[config.mk]
export PLATFORM = sky130hd
export DESIGN_NAME = protRegGuard
export DESIGN_NICKNAME = d
export VERILOG_FILES = /design/src/rtl/protRegGuardPkg.sv /design/src/rtl/protRegGuardCtrl.sv /design/src/rtl/protRegGuardData.sv /design/src/rtl/protRegGuard.sv
export SDC_FILE = /design/constraint.sdc
export NUM_CORES = 1
export LEC_CHECK = 0
export CAP_MARGIN = 20
export CORE_ASPECT_RATIO = 1.1
export CORE_MARGIN = 2
export CORE_UTILIZATION = 30
export DETAILED_ROUTE_END_ITERATION = 8
export SYNTH_ARGS = -nofsm -noshare
export SYNTH_HDL_FRONTEND = slang
export SYNTH_SLANG_ARGS = --single-unit
export TNS_END_PERCENT = 50
[constraint.sdc]
create_clock -name clk -period 1.7 [get_ports clk]
set_input_delay 0.34 -clock clk [delete_from_list [all_inputs] [get_ports clk]]
set_output_delay 0.34 -clock clk [all_outputs]
set_load 0.1 [all_outputs]
[src/rtl/protRegGuardPkg.sv]
package protRegGuardPkg;
  // Index width of the register-select strobe; covers up to 16 protected registers.
  localparam int SEL_W = 4;

  typedef struct packed {
    logic             load;  // accepted write to a protected register
    logic [SEL_W-1:0] sel;   // which protected register
  } guardStrobe_t;
endpackage

[src/rtl/protRegGuardCtrl.sv]
module protRegGuardCtrl
  import protRegGuardPkg::*;
#(
  parameter int ADDR_W    = 4,
  parameter int NUM_PROT  = 4,
  parameter int CMD_ADDR  = 0,
  parameter int STAT_ADDR = 1,
  parameter int PROT_BASE = 4
) (
  input  logic              clk,
  input  logic              rst,
  input  logic [ADDR_W-1:0] addr,
  input  logic              wrEn,
  input  logic              clrBit,
  output guardStrobe_t      strb,
  output logic              violFlag
);
  logic armed;
  logic isCmd, isStat, isProt;
  logic [SEL_W-1:0] protSel;

  assign isCmd  = (addr == ADDR_W'(CMD_ADDR));
  assign isStat = (addr == ADDR_W'(STAT_ADDR));

  always_comb begin
    isProt  = 1'b0;
    protSel = '0;
    for (int i = 0; i < NUM_PROT; i++) begin
      if (addr == ADDR_W'(PROT_BASE + i)) begin
        isProt  = 1'b1;
        protSel = SEL_W'(i);
      end
    end
  end

  assign strb.load = wrEn && isProt && armed;
  assign strb.sel  = protSel;

  // Any write consumes the unlock; a command write (re)arms it.
  always_ff @(posedge clk) begin
    if (rst)       armed <= 1'b0;
    else if (wrEn) armed <= isCmd;
  end

  always_ff @(posedge clk) begin
    if (rst)                              violFlag <= 1'b0;
    else if (wrEn && isProt && !armed)    violFlag <= 1'b1;
    else if (wrEn && isStat && clrBit)    violFlag <= 1'b0;
  end

  AST_RESET_CLEARS: assert property (@(posedge clk) rst |=> (!armed && !violFlag));
  AST_REJECT_FLAGS: assert property (@(posedge clk) disable iff (rst)
    (wrEn && isProt && !armed) |=> violFlag);
  AST_ARM_CONSUMED: assert property (@(posedge clk) disable iff (rst)
    (wrEn && !isCmd) |=> !armed);
  AST_CMD_ARMS: assert property (@(posedge clk) disable iff (rst)
    (wrEn && isCmd) |=> armed);
  AST_VIOL_STICKY: assert property (@(posedge clk) disable iff (rst)
    (violFlag && !(wrEn && isStat && clrBit)) |=> violFlag);
endmodule

[src/rtl/protRegGuardData.sv]
module protRegGuardData
  import protRegGuardPkg::*;
#(
  parameter int ADDR_W    = 4,
  parameter int DATA_W    = 8,
  parameter int NUM_PROT  = 4,
  parameter int STAT_ADDR = 1,
  parameter int PROT_BASE = 4
) (
  input  logic                       clk,
  input  logic                       rst,
  input  logic [ADDR_W-1:0]          addr,
  input  logic [DATA_W-1:0]          wrData,
  input  logic                       rdEn,
  input  guardStrobe_t               strb,
  input  logic                       violFlag,
  output logic [DATA_W-1:0]          rdData,
  output logic [NUM_PROT*DATA_W-1:0] protRegs,
  output logic                       pwrReq
);
  localparam int PS_IDX = NUM_PROT - 1;

  logic [DATA_W-1:0] protQ [NUM_PROT];
  logic              modeActive;

  for (genvar g = 0; g < NUM_PROT; g++) begin : gReg
    always_ff @(posedge clk) begin
      if (rst)                                        protQ[g] <= '0;
      else if (strb.load && strb.sel == SEL_W'(g))    protQ[g] <= wrData;
    end
    assign protRegs[g*DATA_W +: DATA_W] = protQ[g];
  end

  // 01 = idle, 10 = stop
  assign modeActive = (protQ[PS_IDX][1:0] == 2'b01) || (protQ[PS_IDX][1:0] == 2'b10);

  always_ff @(posedge clk) begin
    if (rst) pwrReq <= 1'b0;
    else     pwrReq <= modeActive;
  end

  always_comb begin
    rdData = '0;
    if (rdEn) begin
      if (addr == ADDR_W'(STAT_ADDR)) rdData = {{(DATA_W-1){1'b0}}, violFlag};
      for (int i = 0; i < NUM_PROT; i++) begin
        if (addr == ADDR_W'(PROT_BASE + i)) rdData = protQ[i];
      end
    end
  end

  AST_REG_HOLD: assert property (@(posedge clk) disable iff (rst)
    !strb.load |=> $stable(protRegs));
  AST_PWR_LAG: assert property (@(posedge clk) disable iff (rst)
    modeActive |=> pwrReq);
  AST_PWR_DROP: assert property (@(posedge clk) disable iff (rst)
    !modeActive |=> !pwrReq);
endmodule

[src/rtl/protRegGuard.sv]
module protRegGuard
  import protRegGuardPkg::*;
#(
  parameter int ADDR_W    = 4,
  parameter int DATA_W    = 8,
  parameter int NUM_PROT  = 4,
  parameter int CMD_ADDR  = 0,
  parameter int STAT_ADDR = 1,
  parameter int PROT_BASE = 4
) (
  input  logic                       clk,
  input  logic                       rst,
  input  logic [ADDR_W-1:0]          addr,
  input  logic                       wrEn,
  input  logic [DATA_W-1:0]          wrData,
  input  logic                       rdEn,
  output logic [DATA_W-1:0]          rdData,
  output logic [NUM_PROT*DATA_W-1:0] protRegs,
  output logic                       pwrReq
);
  guardStrobe_t strb;
  logic         violFlag;

  protRegGuardCtrl #(
    .ADDR_W(ADDR_W), .NUM_PROT(NUM_PROT), .CMD_ADDR(CMD_ADDR),
    .STAT_ADDR(STAT_ADDR), .PROT_BASE(PROT_BASE)
  ) uCtrl (
    .clk(clk), .rst(rst), .addr(addr), .wrEn(wrEn), .clrBit(wrData[0]),
    .strb(strb), .violFlag(violFlag)
  );

  protRegGuardData #(
    .ADDR_W(ADDR_W), .DATA_W(DATA_W), .NUM_PROT(NUM_PROT),
    .STAT_ADDR(STAT_ADDR), .PROT_BASE(PROT_BASE)
  ) uData (
    .clk(clk), .rst(rst), .addr(addr), .wrData(wrData), .rdEn(rdEn),
    .strb(strb), .violFlag(violFlag), .rdData(rdData),
    .protRegs(protRegs), .pwrReq(pwrReq)
  );
endmodule

== Word-level counts from Yosys, hierarchy flattened ==
Memories as Yosys holds them, arrays and structs flattened.
Cells that the tools add are included.
Storage, ports and cells
  output and inout bits: 41
  memories kept: 1
  register bits after elaboration: 3
  bits of input ports: 16
  bits in writable memories: 32
  logic and storage cells: 65
Memories
  uData.protQ: depth 4, bits a word 8, read ports 4, clocked after memory_dff 0, wr ports 4, line protRegGuardData.sv:23  | logic [DATA_W-1:0] protQ [NUM_PROT];
Operators by class
  bitwise gates (word level): 4
  equality and inequality tests: 10
  multiplexer cells: 33
  reduce and logical (&&, ||, !) cells: 14
Operators with widths (count)
  $mux W8: 9
  $mux W1: 22
  $eq A4 B3 Y1 const B: 4
  $logic_and A1 B1 Y1: 9
  $logic_not A4 Y1: 2
  $eq A2 B2 Y1 const B: 3
  $eq A2 B1 Y1 const B: 2
  $eq A4 B1 Y1 const B: 1
  $mux W2: 2
  $or A1 B1 Y1: 4
  $reduce_bool A2 Y1: 1
  $logic_not A1 Y1: 1
  $logic_or A1 B1 Y1: 1

== Depth between registers and ports, before layout ==
Gate-level depths: netlist of the first run.
  depth in word-level cells: 12
  gate-level depth with buffers: 5
  depth with buffers taken out: 3

== Cells and area by module ==
A second synthesis of the first run with hierarchy kept.
Second synthesis, totals
  cell total of the unflattened synthesis: 137
  area, all modules: 1791.7 µm²
By module, submodules not included
  protRegGuardData: cells each 121, area an instance 1651.6 µm², sequential area each 980.9 µm², times used 1
  protRegGuardCtrl: cells each 16, area an instance 140.1 µm², sequential area each 40.0 µm², times used 1

== Worst setup path after synthesis of the first run ==
No wires, ideal clock.
  path kind: register to output
  start: memory uData.protQ[0][2]
  end: output rdData[2]
  arrival time: 3484 ps
  path buffers: 0
  slack: -2124 ps
  stages on the path, launching flop included: 4
  required time: 1360 ps
  path through: edfxtp_1 -> nor2b_1 -> a211oi_1 -> a211oi_1
RTL lines
  start, declared: line protRegGuardData.sv:23
  end, declared: line protRegGuard.sv:17  | output logic [DATA_W-1:0] rdData,

==> results of run 1 <==
==> logic make-up after synthesis <==
group,count (synthesis),share of synthesized area [%]
AOI/OAI and AO/OA,22,9.32
muxes,9,5.05
DFF,35,57.2
and+or+nand+nor,60,24.6
xor gates and xnor gates,1,0.491
buffers and inverters,10,3.36
==> worst max-delay path, delay by kind of cell (launching register included) <==
family	cells	cell delay, ns
AOI/OAI and AO/OA	2	0.37
and+or+nand+nor	1	0.19
buffers and inverters	1	0.21
DFF	1	0.38
==> path summary, 6_finish.rpt <==
kind	from	to	slack, ns
worst max-delay path	uData.protQ[1][0]	rdData[0]	-0.08
worst min-delay path	addr[3]	uCtrl.violFlag	0.48
worst max register to register	uCtrl.armed	uData.protQ[2][7]	0.24
worst min register to register	uCtrl.violFlag	uCtrl.violFlag	0.56
==> placed cells by master (no fill, tap or decap), types with 5 or more instances in the layout <==
cell type,n
nor2b_4,6
clkbuf_8,5
and2_1,30
buf_6,6
edfxtp_1,32
a211oi_4,11
buf_4,39
buf_12,46
clkdlybuf4s50_1,9
==> sequential cells by signal (all words and copies together) (netlist names) <==
| signal | cells |
|---|---|
| uCtrl.armed | 1 |
| uCtrl.violFlag | 1 |
| uData.protQ | 32 |
| uData.pwrReq | 1 |
==> power groups by stage <==
stage	registers [mW]	logic, mW	clock network, mW
floorplan	1.21	0.166	0
global placement	1.02	0.649	0
detailed placement	1.02	0.658	0
CTS	1.00	0.721	0.568
global route	1.00	0.773	0.603
finish	1.00	0.752	0.558
==> repair_timing <==
item,CTS,global route
setup buffers,8,11
gates cloned,2,0
pin swaps,16,12
resized for setup,56,16
endpoints found under the setup margin,64,37
==> cell usage after synthesis <==
| library cell | n | area share, % |
|---|---|---|
| nor4_4 | 1 | 1.2 |
| edfxtp_1 | 32 | 54 |
| nor4_1 | 2 | 0.70 |
| a31o_2 | 1 | 0.49 |
| nor3_4 | 1 | 0.91 |
| inv_1 | 3 | 0.63 |
| nand4b_4 | 1 | 1.3 |
| buf_8 | 1 | 0.84 |
| nor2b_1 | 7 | 2.5 |
| a211oi_1 | 14 | 5.9 |
| and2b_1 | 2 | 0.84 |
| buf_6 | 1 | 0.63 |
| o21ai_0 | 2 | 0.56 |
| nand3b_2 | 1 | 0.63 |
| nor4_2 | 1 | 0.70 |
| a221oi_2 | 1 | 0.84 |
| a31oi_1 | 2 | 0.70 |
| and3_1 | 1 | 0.35 |
| nand2_1 | 2 | 0.42 |
| xnor2_1 | 1 | 0.49 |
| dfxtp_1 | 3 | 3.4 |
| mux2i_1 | 9 | 5.0 |
| buf_2 | 3 | 0.84 |
| nor4b_4 | 1 | 1.3 |
| clkbuf_1 | 2 | 0.42 |
| nand2b_1 | 1 | 0.35 |
| or2b_1 | 1 | 0.42 |
| o31ai_1 | 2 | 0.84 |
| nor2_1 | 4 | 0.84 |
| and4_1 | 2 | 0.98 |
| nor3_1 | 1 | 0.28 |
| and2_1 | 31 | 11 |
==> layout make-up <==
class	count	share of cell area, %
Clock inverter	2	0.204
Multi-Input combinational cell	92	26.6
Timing Repair Buffer	108	40.5
Sequential cell	35	27.8
Clock buffer	6	1.97
Inverter	3	0.306
Tap cell	77	2.62
==> metal layers <==
layer  global-route usage [%]  part of all wire (%)  routed length (µm)
met2                     33.8                    55                3200
met5                        0                     0                   0
met3                     4.26                   5.2                 302
met1                     20.4                    36                2090
met4                     9.90                   4.7                 274
==> results.yml, run 1 <==
outcome:
  outcome: "finished, violations left"
  violations: "negative setup slack"
placement:
  gp_congestion: 0.841
  numPortBuffers: 56
  dp_cells: 295
  dp_hpwl_um: 4040
  detailed_place.area_um2: 3200
  pre_cts_ws_ns: -0.555
sta:
  period_share_pct: 105
  fmax_mhz: 563
  setup_viol: 7
  period_needed_ns: 1.78
  fin_ws_ns: -0.0768
  timing.hold.ws_ns: 0.478
  finalHoldViolations: 0
  drv_slew: 0
  tightest_slew_ns: 0.379
  setup_tns_ns: -0.233
  fin_skew_ns: 0.00656
  maxSlewHeadroom_pct: 74.6
  rsz0062_at_grt: "true"
worst_setup_path:
  path_max_fanout: 2
  path_cells: "and3_4 > a31oi_2 > a221oi_4 > buf_12"
  cp-end-kind: "output port"
  slowest_delay_ns: 0.38
  critPathSlowestCell: "edfxtp_1"
  crit_path_start_kind: "flip-flop"
  crit_required_ns: 1.36
  rr_worst_depth: 3
  critical_path_class: "reg -> out"
  arrival_ns: 1.44
global_route:
  grt_remaining_overflow: 0
  grt_pass1_wl_um: 9140
  grt_use_total_pct: 18.7
  antenna_found_initial: 0
  grt_pass1_vias: 1708
  grt_max_degree: 12
finish:
  syn_to_final_growth_pct: 106
  design_area_um2: 3670
  utilization_pct: 63.7
  antenna_cells: 0
  drive_above_1_share_pct: 58.1
  fin_cells: 323
  nNetsFinal: 261
  seqCellArea_um2: 1020
  multi_input_area_um2: 978
  nFillCells: 411
yosys:
  synth.avg_cell_area_um2: 13.0
  synth_nets: 153
  syn_area_um2: 1790
  synth-seq-area-share_pct: 57.2
  syn_inst: 137
  synth.distinct_cells: 32
  ys_warn_count: 0
  ys_ff_latch: 35
clock_network:
  cts_buffer_depth: 2
  htreeDepth: 2
  path_clk_slew_ns: 0.07
  cts_hold_buf: 0
  cts_tree: "yes"
  clkSinkCount: 35
  cts_buffers: 5
  cts-root-buf: "clkbuf_8"
  clk_latency_ns: 0.29
floorplanning:
  core_area_um2: 5770
  die_width_um: 77.6
  die-height_um: 84.9
  num_rows: 29
  io_pins: 57
  start_util_pct: 30.9
  die_area_um2: 6590
detailed_routing:
  post-route-drc-count: 0
  routedWlPerCell_um: 18.2
  num_vias: 1604
  drt-total-wl_um: 5860
  postRouteAntennaNets: 0
  viasPerCell: 4.97
  firstDrtPassIters: 4
  drtIter0Drc: 82
power_and_ir_drop:
  p_leak_nw: 1.48
  p_total_mw: 2.31
  p_seq_share_pct: 43.3
  power.share.switching_pct: 32.7
  p_clk_share_pct: 24.1
  p_switching_mw: 0.755
  ir_worst_vdd_mv: 0.414
  p_comb_share_pct: 32.5
  internal-power_mw: 1.56
  power_density_nw_per_um2: 629
min_path:
  hold_depth: 4
  hp-class: "in -> reg"
job:
  maxCapViolations: 0
Note: power is estimated with default switching activity, not from simulation.
==> run 2: changes to the inputs <==
--- a/config.mk
+++ b/config.mk
@@ -7,9 +7,10 @@
 export LEC_CHECK = 0
 export CAP_MARGIN = 20
 export CORE_ASPECT_RATIO = 1.1
-export CORE_MARGIN = 2
+export CORE_MARGIN = 5
 export CORE_UTILIZATION = 30
 export DETAILED_ROUTE_END_ITERATION = 8
+export REMOVE_ABC_BUFFERS = 1
 export SYNTH_ARGS = -nofsm -noshare
 export SYNTH_HDL_FRONTEND = slang
 export SYNTH_SLANG_ARGS = --single-unit
==> results.yml, run 2 (same netlist as run 1, synthesis figures left out) <==
outcome:
  outcome: "finished, violations left"
  violations: "negative setup slack"
placement:
  numPortBuffers: 56
  dp_hpwl_um: 3750
  pre_cts_ws_ns: -0.564
  gp_congestion: 0.802
finish:
  drive_above_1_share_pct: 55.7
  nNetsFinal: 259
  nFillCells: 429
  utilization_pct: 61.8
  seqCellArea_um2: 1020
  multi_input_area_um2: 906
  syn_to_final_growth_pct: 99.6
  top_register: "uData.protQ"
  largest_reg_flops: 32
  antenna_cells: 0
  mostFrequentLayoutCells: "43 x buf_12, 42 x buf_4, 32 x edfxtp_1, 30 x and2_1, 10 x clkdlybuf4s50_1"
  final_common_cell: "buf_12"
worst_setup_path:
  reg2reg_to: "uData.protQ[1][6]"
  r2r-start: "uCtrl.armed"
  critical_path_class: "in -> out"
  cp-end-kind: "output port"
  crit_family: "buffers and inverters"
  critPathSlowestCell: "a221oi_4"
  rr_worst_depth: 3
  path_cells: "buf_4 > buf_16 > nor2b_4 > o21ai_2 > a221oi_4 > buf_12"
  crit_path_start_kind: "input port"
  arrival_ns: 1.41
  reg2reg_setup_slack_ns: 0.20
  slowest_delay_ns: 0.33
  crit_required_ns: 1.36
  path_max_fanout: 14
  crit_buf_inv: 3
clock_network:
  clkSinkCount: 35
  cts-root-buf: "clkbuf_8"
  cts_buffers: 5
  htreeDepth: 2
  clk_latency_ns: 0.29
  cts_buffer_depth: 2
  cts_tree: "yes"
  path_clk_slew_ns: 0.07
sta:
  period_share_pct: 103
  fmax_mhz: 571
  rsz0062_at_grt: "true"
  maxSlewHeadroom_pct: 76.0
  finalHoldViolations: 0
  fin_skew_ns: 0.00541
  setup_viol: 1
  tightest_slew_ns: 0.356
  fin_ws_ns: -0.0527
  drv_slew: 0
  period_needed_ns: 1.75
global_route:
  grt_use_total_pct: 14.4
  grt_pass1_wl_um: 8490
  grt_remaining_overflow: 0
  antenna_found_initial: 0
  grt_pass1_vias: 1571
  grt_max_degree: 15
floorplanning:
  start_util_pct: 30.9
  die_width_um: 83.6
  io_pins: 57
  die-height_um: 90.9
  die_area_um2: 7600
  num_rows: 29
  core_area_um2: 5770
power_and_ir_drop:
  power_density_nw_per_um2: 688
  p_switching_mw: 0.765
  p_leak_nw: 1.44
  internal-power_mw: 1.69
  ir_worst_vdd_mv: 0.394
  p_clk_share_pct: 30.4
  power.share.switching_pct: 31.2
  p_seq_share_pct: 40.5
  p_comb_share_pct: 29.1
detailed_routing:
  num_vias: 1483
  drt-total-wl_um: 5330
  post-route-drc-count: 0
  routedWlPerCell_um: 16.6
  viasPerCell: 4.62
  firstDrtPassIters: 4
  drtIter0Drc: 36
  postRouteAntennaNets: 0
min_path:
  worstHoldEndpoint: "uCtrl.violFlag"
  min_from: "addr[3]"
  hold_depth: 4
  hp-class: "in -> reg"
job:
  maxCapViolations: 0
-- run 2: cell count changes in the layout (fill, tap and decap cells not counted), sizes merged --
cell           delta
clkbuf            -1
and2              +1
clkdlybuf4s50     +1
buf               -3
dlymetal6s2s      -1
bufinv            +1
-- run 2: worst reg2reg max path, cell delays in order, from the launching register on --
cell and delay, ns:
dfxtp_1 0.40, nand4b_4 0.21, o21ai_0 0.38, buf_4 0.23
-- run 2: repair_timing --
| action | in CTS | in global routing |
|---|---|---|
| setup endpoints to repair | 35 | 9 |
| buffers inserted | 13 | 5 |
| cloned | 3 | 0 |
| hold buffers | 0 | 0 |
| pin swaps | 14 | 12 |
| gates resized for setup | 59 | 9 |
-- run 2: power groups by stage --
stage	logic [mW]	clock network (mW)	registers [mW]
2_1_floorplan	0.112	0	1.21
3_3_place_gp	0.604	0	1.02
3_5_place_dp	0.607	0	1.02
4_1_cts	0.696	0.760	0.995
5_1_grt	0.735	0.796	0.996
6_report	0.712	0.745	0.993
-- run 2: layer usage --
| metal | routed length, µm | up-vias | global-route usage, % | part of all wire (%) |
|---|---|---|---|---|
| met4 | 95 | 0 | 4.69 | 1.8 |
| met1 | 2220 | 712 | 17.2 | 42 |
| met2 | 2750 | 40 | 24.5 | 52 |
| met5 | 0 | - | 0 | 0 |
| li1 | - | 722 | - | - |
| met3 | 272 | 9 | 4.56 | 5.1 |
-- run 2: how the worst max path moves through the flow --
| stage | startpoint | endpoint | slack [ns] | depth (start not counted) |
|---|---|---|---|---|
| 2_1_floorplan | uData.protQ[0][2] | rdData[2] | -2.12 | 3 |
| 3_3_place_gp | addr[2] | rdData[7] | -0.55 | 5 |
| 3_5_place_dp | addr[2] | rdData[5] | -0.56 | 6 |
| 4_1_cts | uData.protQ[1][0] | rdData[0] | -0.07 | 4 |
| 5_1_grt | uData.protQ[1][0] | rdData[0] | -0.11 | 4 |
| 6_report | addr[0] | rdData[0] | -0.05 | 6 |
-- run 2: final cells by class --
type	count	share of cell area [%]
Clock buffer	5	1.93
Clock inverter	3	1.23
Inverter	3	0.316
Multi-Input combinational cell	93	25.4
Sequential cell	35	28.7
Tap cell	77	2.70
Timing Repair Buffer	105	39.7
-- run 2: per-stage QoR --
stage / hold slack, ns / cell area (µm²) / setup TNS (ns) / std cells / power, mW
after detailed placement: 0.560 / 3050 / -25.49 / 292 / 1.63
after global placement: 0.544 / 3050 / -24.66 / 292 / 1.62
final: 0.460 / 3560 / -0.0527 / 321 / 2.45
after floorplan: 0.412 / 1740 / -16.68 / 130 / 1.33
after global routing: 0.515 / 3560 / -0.469 / 321 / 2.53
after CTS: 0.495 / 3490 / -0.0756 / 316 / 2.45
